### config.mk
export PLATFORM = sky130hd
export DESIGN_NAME = cpu16_core
export DESIGN_NICKNAME = d
export VERILOG_FILES = /design/src/rtl/cpu16_pkg.sv /design/src/rtl/cpu16_regfile.sv /design/src/rtl/cpu16_alu.sv /design/src/rtl/cpu16_ctrl.sv /design/src/rtl/cpu16_core.sv
export SDC_FILE = /design/constraint.sdc
export NUM_CORES = 1
export LEC_CHECK = 0
export ABC_AREA = 0
export BUFFER_PORTS_ARGS = -buffer_cell sky130_fd_sc_hd__buf_4
export CAP_MARGIN = 20
export CORE_ASPECT_RATIO = 2
export CORE_MARGIN = 2
export CORE_UTILIZATION = 40
export CTS_CLUSTER_DIAMETER = 40
export DETAILED_ROUTE_END_ITERATION = 8
export PLACE_DENSITY = 0.61
export SETUP_SLACK_MARGIN = 0.05
export SYNTH_ARGS = -nofsm -noshare
export SYNTH_HDL_FRONTEND = slang
export SYNTH_SLANG_ARGS = --single-unit
### constraint.sdc
create_clock -name clk -period 8.4 [get_ports clk]
set_input_delay 0.84 -clock clk [delete_from_list [all_inputs] [get_ports clk]]
set_output_delay 0.84 -clock clk [all_outputs]
set_load 0.02 [all_outputs]
### src/rtl/cpu16_pkg.sv
// Shared types for the sixteen-bit core: opcodes, controller phases, flags
// and the branch-condition evaluator. Assumes a 16-bit instruction word.
package cpu16_pkg;

    typedef enum logic [2:0] {
        OP_ADD = 3'd0,
        OP_ADC = 3'd1,
        OP_SUB = 3'd2,
        OP_SBC = 3'd3,
        OP_AND = 3'd4,
        OP_OR  = 3'd5,
        OP_MEM = 3'd6,
        OP_BR  = 3'd7
    } opc_e;

    typedef enum logic [1:0] {
        PH_FETCH = 2'd0,
        PH_EXEC  = 2'd1,
        PH_MEM   = 2'd2
    } phase_e;

    typedef struct packed {
        logic n;
        logic z;
        logic v;
        logic c;
    } flags_t;

    // Evaluate a 4-bit branch condition; bit 0 inverts the base test.
    function automatic logic cond_met(input logic [3:0] cc, input flags_t f);
        logic base;
        case (cc[3:1])
            3'd0:    base = 1'b1;
            3'd1:    base = f.z;
            3'd2:    base = f.c;
            3'd3:    base = f.n;
            3'd4:    base = f.v;
            3'd5:    base = (f.n == f.v);
            3'd6:    base = !f.z && (f.n == f.v);
            default: base = f.c && !f.z;
        endcase
        return base ^ cc[0];
    endfunction

endpackage

### src/rtl/cpu16_regfile.sv
// Register file: NREG words of W bits, three read ports, one write port.
// Entry 0 is never written and so always reads zero; the highest entry is
// the program counter and is also brought out on its own port.
module cpu16_regfile #(
    parameter int W    = 16,
    parameter int NREG = 8
) (
    input  logic                    clk,
    input  logic                    rst_n,
    input  logic                    we,
    input  logic [$clog2(NREG)-1:0] wa,
    input  logic [W-1:0]            wd,
    input  logic [$clog2(NREG)-1:0] ra_a,
    output logic [W-1:0]            rd_a,
    input  logic [$clog2(NREG)-1:0] ra_b,
    output logic [W-1:0]            rd_b,
    input  logic [$clog2(NREG)-1:0] ra_c,
    output logic [W-1:0]            rd_c,
    output logic [W-1:0]            pc
);
    localparam int AW = $clog2(NREG);

    logic [W-1:0] q [NREG];

    // Storage update: clear on reset, drop writes aimed at entry 0.
    always_ff @(posedge clk) begin
        if (!rst_n) begin
            for (int i = 0; i < NREG; i++) q[i] <= '0;
        end else if (we && (wa != '0)) begin
            q[wa] <= wd;
        end
    end

    assign rd_a = (ra_a == '0) ? '0 : q[ra_a];
    assign rd_b = (ra_b == '0) ? '0 : q[ra_b];
    assign rd_c = (ra_c == '0) ? '0 : q[ra_c];
    assign pc   = q[AW'(NREG-1)];

endmodule

### src/rtl/cpu16_alu.sv
// Adder-based ALU for the six register operations. Subtracts invert b;
// the carry-in comes from the opcode or the current carry flag. Logic
// operations clear V and C.
module cpu16_alu
    import cpu16_pkg::*;
#(
    parameter int W = 16
) (
    input  opc_e         op,
    input  logic [W-1:0] a,
    input  logic [W-1:0] b,
    input  logic         c_in_flag,
    output logic [W-1:0] res,
    output flags_t       fl
);
    logic [W-1:0] bx;
    logic [W:0]   sum;
    logic         cin;

    // Operand conditioning and carry-in choice per opcode.
    always_comb begin
        bx  = (op == OP_SUB || op == OP_SBC) ? ~b : b;
        case (op)
            OP_SUB:         cin = 1'b1;
            OP_ADC, OP_SBC: cin = c_in_flag;
            default:        cin = 1'b0;
        endcase
        sum = {1'b0, a} + {1'b0, bx} + {{W{1'b0}}, cin};
    end

    // Result and flag formation.
    always_comb begin
        case (op)
            OP_AND: begin res = a & b; fl.c = 1'b0; fl.v = 1'b0; end
            OP_OR:  begin res = a | b; fl.c = 1'b0; fl.v = 1'b0; end
            default: begin
                res  = sum[W-1:0];
                fl.c = sum[W];
                fl.v = (a[W-1] == bx[W-1]) && (sum[W-1] != a[W-1]);
            end
        endcase
        fl.n = res[W-1];
        fl.z = (res == '0);
    end

endmodule

### src/rtl/cpu16_ctrl.sv
// Phase sequencer: FETCH -> EXECUTE -> (MEMORY only for memory opcodes)
// -> FETCH. Assumes the opcode input is valid during EXECUTE.
module cpu16_ctrl
    import cpu16_pkg::*;
(
    input  logic   clk,
    input  logic   rst_n,
    input  opc_e   op,
    output phase_e phase
);
    phase_e nxt;

    // Next-phase decision.
    always_comb begin
        case (phase)
            PH_FETCH: nxt = PH_EXEC;
            PH_EXEC:  nxt = (op == OP_MEM) ? PH_MEM : PH_FETCH;
            default:  nxt = PH_FETCH;
        endcase
    end

    // Phase register with synchronous reset into FETCH.
    always_ff @(posedge clk) begin
        if (!rst_n) phase <= PH_FETCH;
        else        phase <= nxt;
    end

    assert_reset_fetch_R1: assert property (@(posedge clk) disable iff (!rst_n)
        $past(!rst_n) |-> phase == PH_FETCH);

    assert_mem_after_exec_R6: assert property (@(posedge clk) disable iff (!rst_n)
        phase == PH_MEM |-> $past(phase) == PH_EXEC);

endmodule

### src/rtl/cpu16_core.sv
// Top of the sixteen-bit load/store core. Decodes the latched instruction,
// steers the single register-file write port per phase, forms effective
// addresses and branch targets, and holds the flags. Assumes memory read
// data is valid in the same cycle as mem_addr (asynchronous read).
module cpu16_core
    import cpu16_pkg::*;
#(
    parameter int W    = 16,
    parameter int NREG = 8
) (
    input  logic         clk,
    input  logic         rst_n,
    output logic [W-1:0] mem_addr,
    output logic [W-1:0] mem_wdata,
    input  logic [W-1:0] mem_rdata,
    output logic         mem_rd,
    output logic         mem_wr
);
    localparam int            AW     = $clog2(NREG);
    localparam logic [AW-1:0] PC_IDX = AW'(NREG-1);

    phase_e        phase;
    logic [W-1:0]  ir, ea, pc, opa, opb_reg, store_val, opb, alu_res;
    flags_t        flags, alu_fl;
    opc_e          opc;
    logic          sbit, immsel, is_alu, taken;
    logic [AW-1:0] f_rd, f_ra, f_rb;
    logic          rf_we;
    logic [AW-1:0] rf_wa;
    logic [W-1:0]  rf_wd;

    assign opc    = opc_e'(ir[15:13]);
    assign sbit   = ir[12];
    assign immsel = ir[11];
    assign f_rd   = ir[10:8];
    assign f_ra   = ir[7:5];
    assign f_rb   = ir[4:2];
    assign is_alu = (opc != OP_MEM) && (opc != OP_BR);
    assign taken  = cond_met(ir[11:8], flags);
    assign opb    = immsel ? {{(W-5){ir[4]}}, ir[4:0]} : opb_reg;

    cpu16_ctrl u_ctrl (.clk(clk), .rst_n(rst_n), .op(opc), .phase(phase));

    cpu16_regfile #(.W(W), .NREG(NREG)) u_rf (
        .clk(clk), .rst_n(rst_n), .we(rf_we), .wa(rf_wa), .wd(rf_wd),
        .ra_a(f_ra), .rd_a(opa), .ra_b(f_rb), .rd_b(opb_reg),
        .ra_c(f_rd), .rd_c(store_val), .pc(pc));

    cpu16_alu #(.W(W)) u_alu (
        .op(opc), .a(opa), .b(opb), .c_in_flag(flags.c),
        .res(alu_res), .fl(alu_fl));

    // Write-port steering: PC increment, ALU result, branch target, load.
    always_comb begin
        rf_we = 1'b0;
        rf_wa = PC_IDX;
        rf_wd = pc + W'(1);
        case (phase)
            PH_FETCH: rf_we = 1'b1;
            PH_EXEC: begin
                if (is_alu) begin
                    rf_we = 1'b1;
                    rf_wa = f_rd;
                    rf_wd = alu_res;
                end else if (opc == OP_BR && taken) begin
                    rf_we = 1'b1;
                    rf_wd = pc + {{(W-8){ir[7]}}, ir[7:0]};
                end
            end
            default: begin
                rf_we = !sbit;
                rf_wa = f_rd;
                rf_wd = mem_rdata;
            end
        endcase
    end

    // Instruction latch, effective address and flags.
    always_ff @(posedge clk) begin
        if (!rst_n) begin
            ir    <= '0;
            ea    <= '0;
            flags <= '0;
        end else begin
            if (phase == PH_FETCH) ir <= mem_rdata;
            if (phase == PH_EXEC && opc == OP_MEM) ea <= opa + opb;
            if (phase == PH_EXEC && is_alu && sbit) flags <= alu_fl;
        end
    end

    assign mem_addr  = (phase == PH_MEM) ? ea : pc;
    assign mem_rd    = (phase == PH_FETCH) || (phase == PH_MEM && !sbit);
    assign mem_wr    = (phase == PH_MEM) && sbit;
    assign mem_wdata = store_val;

    assert_strobe_excl_R6: assert property (@(posedge clk) disable iff (!rst_n)
        !(mem_rd && mem_wr));

    assert_pc_step_R2: assert property (@(posedge clk) disable iff (!rst_n)
        phase == PH_FETCH |=> pc == $past(pc) + W'(1));

    assert_flags_hold_R5: assert property (@(posedge clk) disable iff (!rst_n)
        !(phase == PH_EXEC && is_alu && sbit) |=> $stable(flags));

    assert_br_not_taken_R7: assert property (@(posedge clk) disable iff (!rst_n)
        (phase == PH_EXEC && opc == OP_BR && !taken) |=> $stable(pc));

endmodule

After elaboration in Yosys (flattened, before gate mapping)
Memory sizes are Yosys's and may differ from the RTL's. A register that Yosys moved wholly into a read port is not among the register bits.
Index checks and enable logic that the tools add are counted.
{"block": "totals", "reg_bits": 38, "out_inout_bits": 34, "mem_bits_rw": 128, "input_bits": 18, "elab_cells": 95, "memories": 1}
{"block": "op_classes", "addsub": 5, "n_eq_ne": 20, "bitwise_logic": 4, "n_reduce_logical": 25, "n_mux": 33}
{"memory": "u_rf.q", "depth": 8, "word_bits": 16, "rd": 4, "rd_clocked_by_memory_dff": 3, "wr": 8, "line_no": "cpu16_regfile.sv:23", "source": "logic [W-1:0] q [NREG];"}
{"cell": "2-to-1 mux 16 bit", "n": 9}
{"cell": "one-hot mux 16 bit (2 select lines)", "n": 2}
{"cell": "adder 16 bit", "n": 2}
{"cell": "2-to-1 mux 3 bit", "n": 8}
{"cell": "== test 3 bit, second input constant", "n": 7}
{"cell": "adder 16 x 16 -> 17 bit", "n": 1}
{"cell": "adder 17 x 1 -> 17 bit", "n": 1}
{"cell": "adder 16 x 1 -> 16 bit, second input constant", "n": 1}
{"cell": "bitwise AND 16 bit", "n": 1}
{"cell": "zero test 16 bit", "n": 1}
{"cell": "inverter 16 bit", "n": 1}
{"cell": "OR 16 bit", "n": 1}
{"cell": "OR reduction 16 bit", "n": 1}
{"cell": "== test 3 x 2 -> 1 bit, second input constant", "n": 4}
{"cell": "zero test 3 bit", "n": 4}
{"cell": "logical AND 1 bit", "n": 11}
{"cell": "2-to-1 mux 1 bit", "n": 7}
{"cell": "one-hot mux 1 bit (7 select lines)", "n": 1}
{"cell": "== test 3 x 1 -> 1 bit, second input constant", "n": 2}
{"cell": "inequality test 3 bit, second input constant", "n": 2}
{"cell": "one-hot mux 3 bit (2 select lines)", "n": 1}
{"cell": "2-to-1 mux 2 bit", "n": 2}
{"cell": "one-hot mux 1 bit (2 select lines)", "n": 2}
{"cell": "one-hot mux 2 bit (2 select lines)", "n": 1}
{"cell": "other kinds (10)", "n": 14}

Longest topological paths before layout
{"block": "depth", "depth_word": 14, "depth_mapped": 17, "ltp_nobuf": 15}

By module
A second synthesis with hierarchy kept.
{"block": "unflattened", "cells_unflattened": 1329, "hier_area_um2": 13206.4}
{"module": "cpu16_regfile", "instances": 1, "area_each_um2": 7646.1, "cells_each": 569, "seq_area_each_um2": 3363.2}
{"module": "cpu16_core", "instances": 1, "area_each_um2": 4106.4, "cells_each": 558, "seq_area_each_um2": 720.7}
{"module": "cpu16_alu", "instances": 1, "area_each_um2": 1391.3, "cells_each": 196, "seq_area_each_um2": 0.0}
{"module": "cpu16_ctrl", "instances": 1, "area_each_um2": 62.6, "cells_each": 6, "seq_area_each_um2": 40.0}

Worst setup path before layout
No wires, ideal clock.
{"block": "synth_timing", "path_kind": "register -> register", "start": "register (tool-made name)", "end": "memory u_rf.q[1][12], data pin", "arrival_ns": 4.481, "setup_slack_ns": 3.649, "path_stages_with_launch": 18, "setup_time_ns": 0.270, "period_less_slack_ns": 4.751, "t_required_ns": 8.130, "n_path_buf": 3, "cell_sequence": "dfxtp_1 -> clkbuf_1 -> buf_1 -> buf_2 -> mux4_2 -> nand2_1 -> a21oi_1 -> fa_1 -> inv_1 -> fa_1 -> nor2b_1 -> o31ai_1 -> a211oi_1 -> o31a_1 -> a211oi_1 -> nor2_1 -> o32ai_2 -> nor2_1"}
{"element": "end: declaration", "line_no": "cpu16_regfile.sv:23"}

==> impl_metrics.json <==
{
  "grt_use_met1_pct": 25.9,
  "ys_warn_count": 0,
  "period_share_pct": 61.2,
  "grt_max_degree": 48,
  "finalSetupTns_ps": 0,
  "tightest_slew_ps": 1120,
  "synth-edff-count": 128,
  "fin_skew_ps": 9.12,
  "num_io_pins": 52,
  "grt_pass1_wl_um": 66900,
  "met2_usage_pct": 50.3,
  "grt_antenna_before_repair": 0,
  "ys_async_sr_fraction_pct": 0,
  "crit_chain": "buf_4 -> mux4_2 -> mux2i_1 -> o21ai_1 -> xnor2_1 -> fa_1 -> inv_1 -> fa_1 -> nor2b_1 -> o31ai_1 -> buf_4 -> a211oi_1 -> nor2_1 -> o32ai_1 -> nor2_1 -> a221oi_2 -> nor2_1",
  "die_h_um": 262,
  "cpMostUsedCell": "nor2_1",
  "post_cts_buffers": 0,
  "cts.sinks": 175,
  "max_cap_viol_count": 0,
  "cts.clk_slew.worst_paths_ps": 70,
  "max_freq_ghz": 0.194,
  "yosys.area.top_type": "edfxtp_1",
  "synth-seq-cells": 175,
  "core_mm2": 0.0328,
  "io_buffers": 51,
  "critPathKind": "reg -> reg",
  "hold_class": "reg -> reg",
  "drtIter0Drc": 1122,
  "end_kind": "flip-flop",
  "drive_above_1_share_pct": 18.5,
  "critPathMaxStageDelay_ps": 600,
  "yosys.area.top_type_share_pct": 29.0,
  "yosysSeqAreaShare_pct": 36.1,
  "grt.met3_usage_pct": 3.16,
  "grt_usage_pct": 26.4,
  "die-area_mm2": 0.0347,
  "cts_max_path_buffers": 2,
  "avgViaCountPerCell": 6.15,
  "rows": 94,
  "post_cts_resized": 0,
  "n_fill_cell": 3079,
  "wl_per_cell_um": 25.7,
  "syn_avg_cell_area_um2": 10.1,
  "leakage_nw": 5.37,
  "dp_cells": 1744,
  "start_util_pct": 40.4,
  "cts_buffers": 17,
  "instances_no_fill": 1780,
  "rsz0062_at_grt": "no",
  "ys_top_cells_by_count": "nor2_1, edfxtp_1, nand2_1",
  "setup_viol": 0,
  "die_w_um": 133,
  "worstSkewPairLatency_ps": 450,
  "relSlewSlack_pct": 24.9,
  "ys.flop_type": "edfxtp_1",
  "crit_path_start_kind": "flip-flop",
  "htreeDepth": 4,
  "drt-total-wl_um": 45700,
  "gp_congestion": 0.989,
  "min_period_ps": 5140,
  "detail-route-antenna-nets": 0,
  "vdd.ir_drop.worst_mv": 0.164,
  "insertedDiodeCount": 0,
  "clockRootBuffer": "clkbuf_16",
  "route.vias.total": 11000,
  "hold_violations": 0,
  "drv_slew": 0,
  "outcome": "completed",
  "nets": 1420,
  "synthTopCellsByArea": "edfxtp_1, mux4_2, dfxtp_1, ha_1, nor2_1",
  "grt_pass1_vias": 11200,
  "yosysMostFrequentCell": "nor2_1",
  "route.detailed.drc": 0,
  "area_growth_syn_to_layout_pct": 11.3,
  "power_density_mw_per_mm2": 186,
  "cpMaxStageDelayCell": "a221oi_2",
  "firstDrtPassIters": 6,
  "required_ps": 8570,
  "arrival_ps": 5310,
  "cts_tree": "built",
  "synth.distinct_cells": 76,
  "gr-total-overflow": 0,
  "worstPathMaxFanout": 32,
  "netlist_instances": 1309,
  "cp_num_buf_inv": 3,
  "syn_area_mm2": 0.0133,
  "hpwl_um": 33300,
  "ctsHoldBuffers": 0,
  "busiest_layer": "met2",
  "path_delay_family": "compound AO/OA/AOI/OAI gates"
}
-- state kept, by name (all words and copies together) (netlist names), named ones only --
| register | count |
|---|---|
| u_ctrl.phase | 2 |
| u_rf.q | 128 |
| ea | 16 |
| flags | 4 |
| ir | 16 |
-- final timing paths --
| path | start | endpoint | slack, ps | cells past startpoint |
|---|---|---|---|---|
| max | flip-flop | u_rf.q[1][14] | 3260 | 17 |
| max reg2reg | flip-flop | u_rf.q[1][14] | 3260 | 17 |
| min | ea[5] | ea[5] | 450 | 2 |
| min reg2reg | ea[5] | ea[5] | 450 | 2 |
-- power by group --
part / internal, W / total (W) / switching, W
Clock: 0.000429 / 0.000833 / 0.000404
Combinational: 0.000348 / 0.000876 / 0.000528
Sequential: 0.000975 / 0.00104 / 0.0000659
Total: 0.00175 / 0.00275 / 0.000998
-- layout make-up --
cell class | count | area, um^2 | area share (%)
Multi-Input combinational cell | 1006 | 8010 | 54.2
Sequential cell | 175 | 4790 | 32.4
Clock inverter | 15 | 183 | 1.24
Inverter | 57 | 214 | 1.45
Timing Repair Buffer | 78 | 604 | 4.09
Clock buffer | 17 | 425 | 2.88
Tap cell | 432 | 541 | 3.66
-- layout by cell type, fill, tap and decap left out, types with 5 or more instances in the layout --
cell type,count
o21ai_0,45
and3_1,8
clkbuf_16,17
conb_1,16
mux4_2,96
a21oi_1,83
o21a_1,6
a211oi_1,18
o211ai_1,8
nand4_1,12
xor2_1,17
buf_4,74
nor2b_1,8
ha_1,63
nor3b_1,14
inv_1,55
dfxtp_1,44
mux2_2,20
nor2_1,175
edfxtp_1,128
inv_8,5
xnor2_1,39
mux2i_1,47
nor3_1,16
nand2b_1,25
o21ai_1,12
nand2_1,123
or2_2,5
or3_1,9
a221oi_1,8
nand3_1,31
a21o_1,13
a31oi_1,10
-- through the flow --
step	hold WS [ps]	power, W	cell area [um^2]	utilization (%)	setup WS [ps]
floorplan	429	0.00164	13300	-	3650
global placement	440	0.00191	14100	43.0	3310
detailed placement	446	0.00192	14100	43.0	3260
CTS	455	0.00274	14700	44.8	3230
global route	481	0.00286	14800	45.0	2860
finish	452	0.00275	14800	45.0	3260
-- tightest hold or removal path, cell delays in order (launching register included) --
cell	delay [ps]
dfxtp_1	310
nand2_1	50
a21oi_1	50
-- cell families after synthesis --
family,synth area share [%]
flops,36.1
compound gates,12.6
fa+ha+maj,6.55
simple gates,15.3
mux,21.7
xor+xnor,3.70
buf+inv,4.09
other cells,0.0283
-- layer usage --
layer,up-vias,part of all wire (%)
met4,0,7.9
li1,4915,-
met1,5394,33
met5,-,0
met2,487,54
met3,154,4.8
Note: power is estimated with default switching activity, not from simulation.
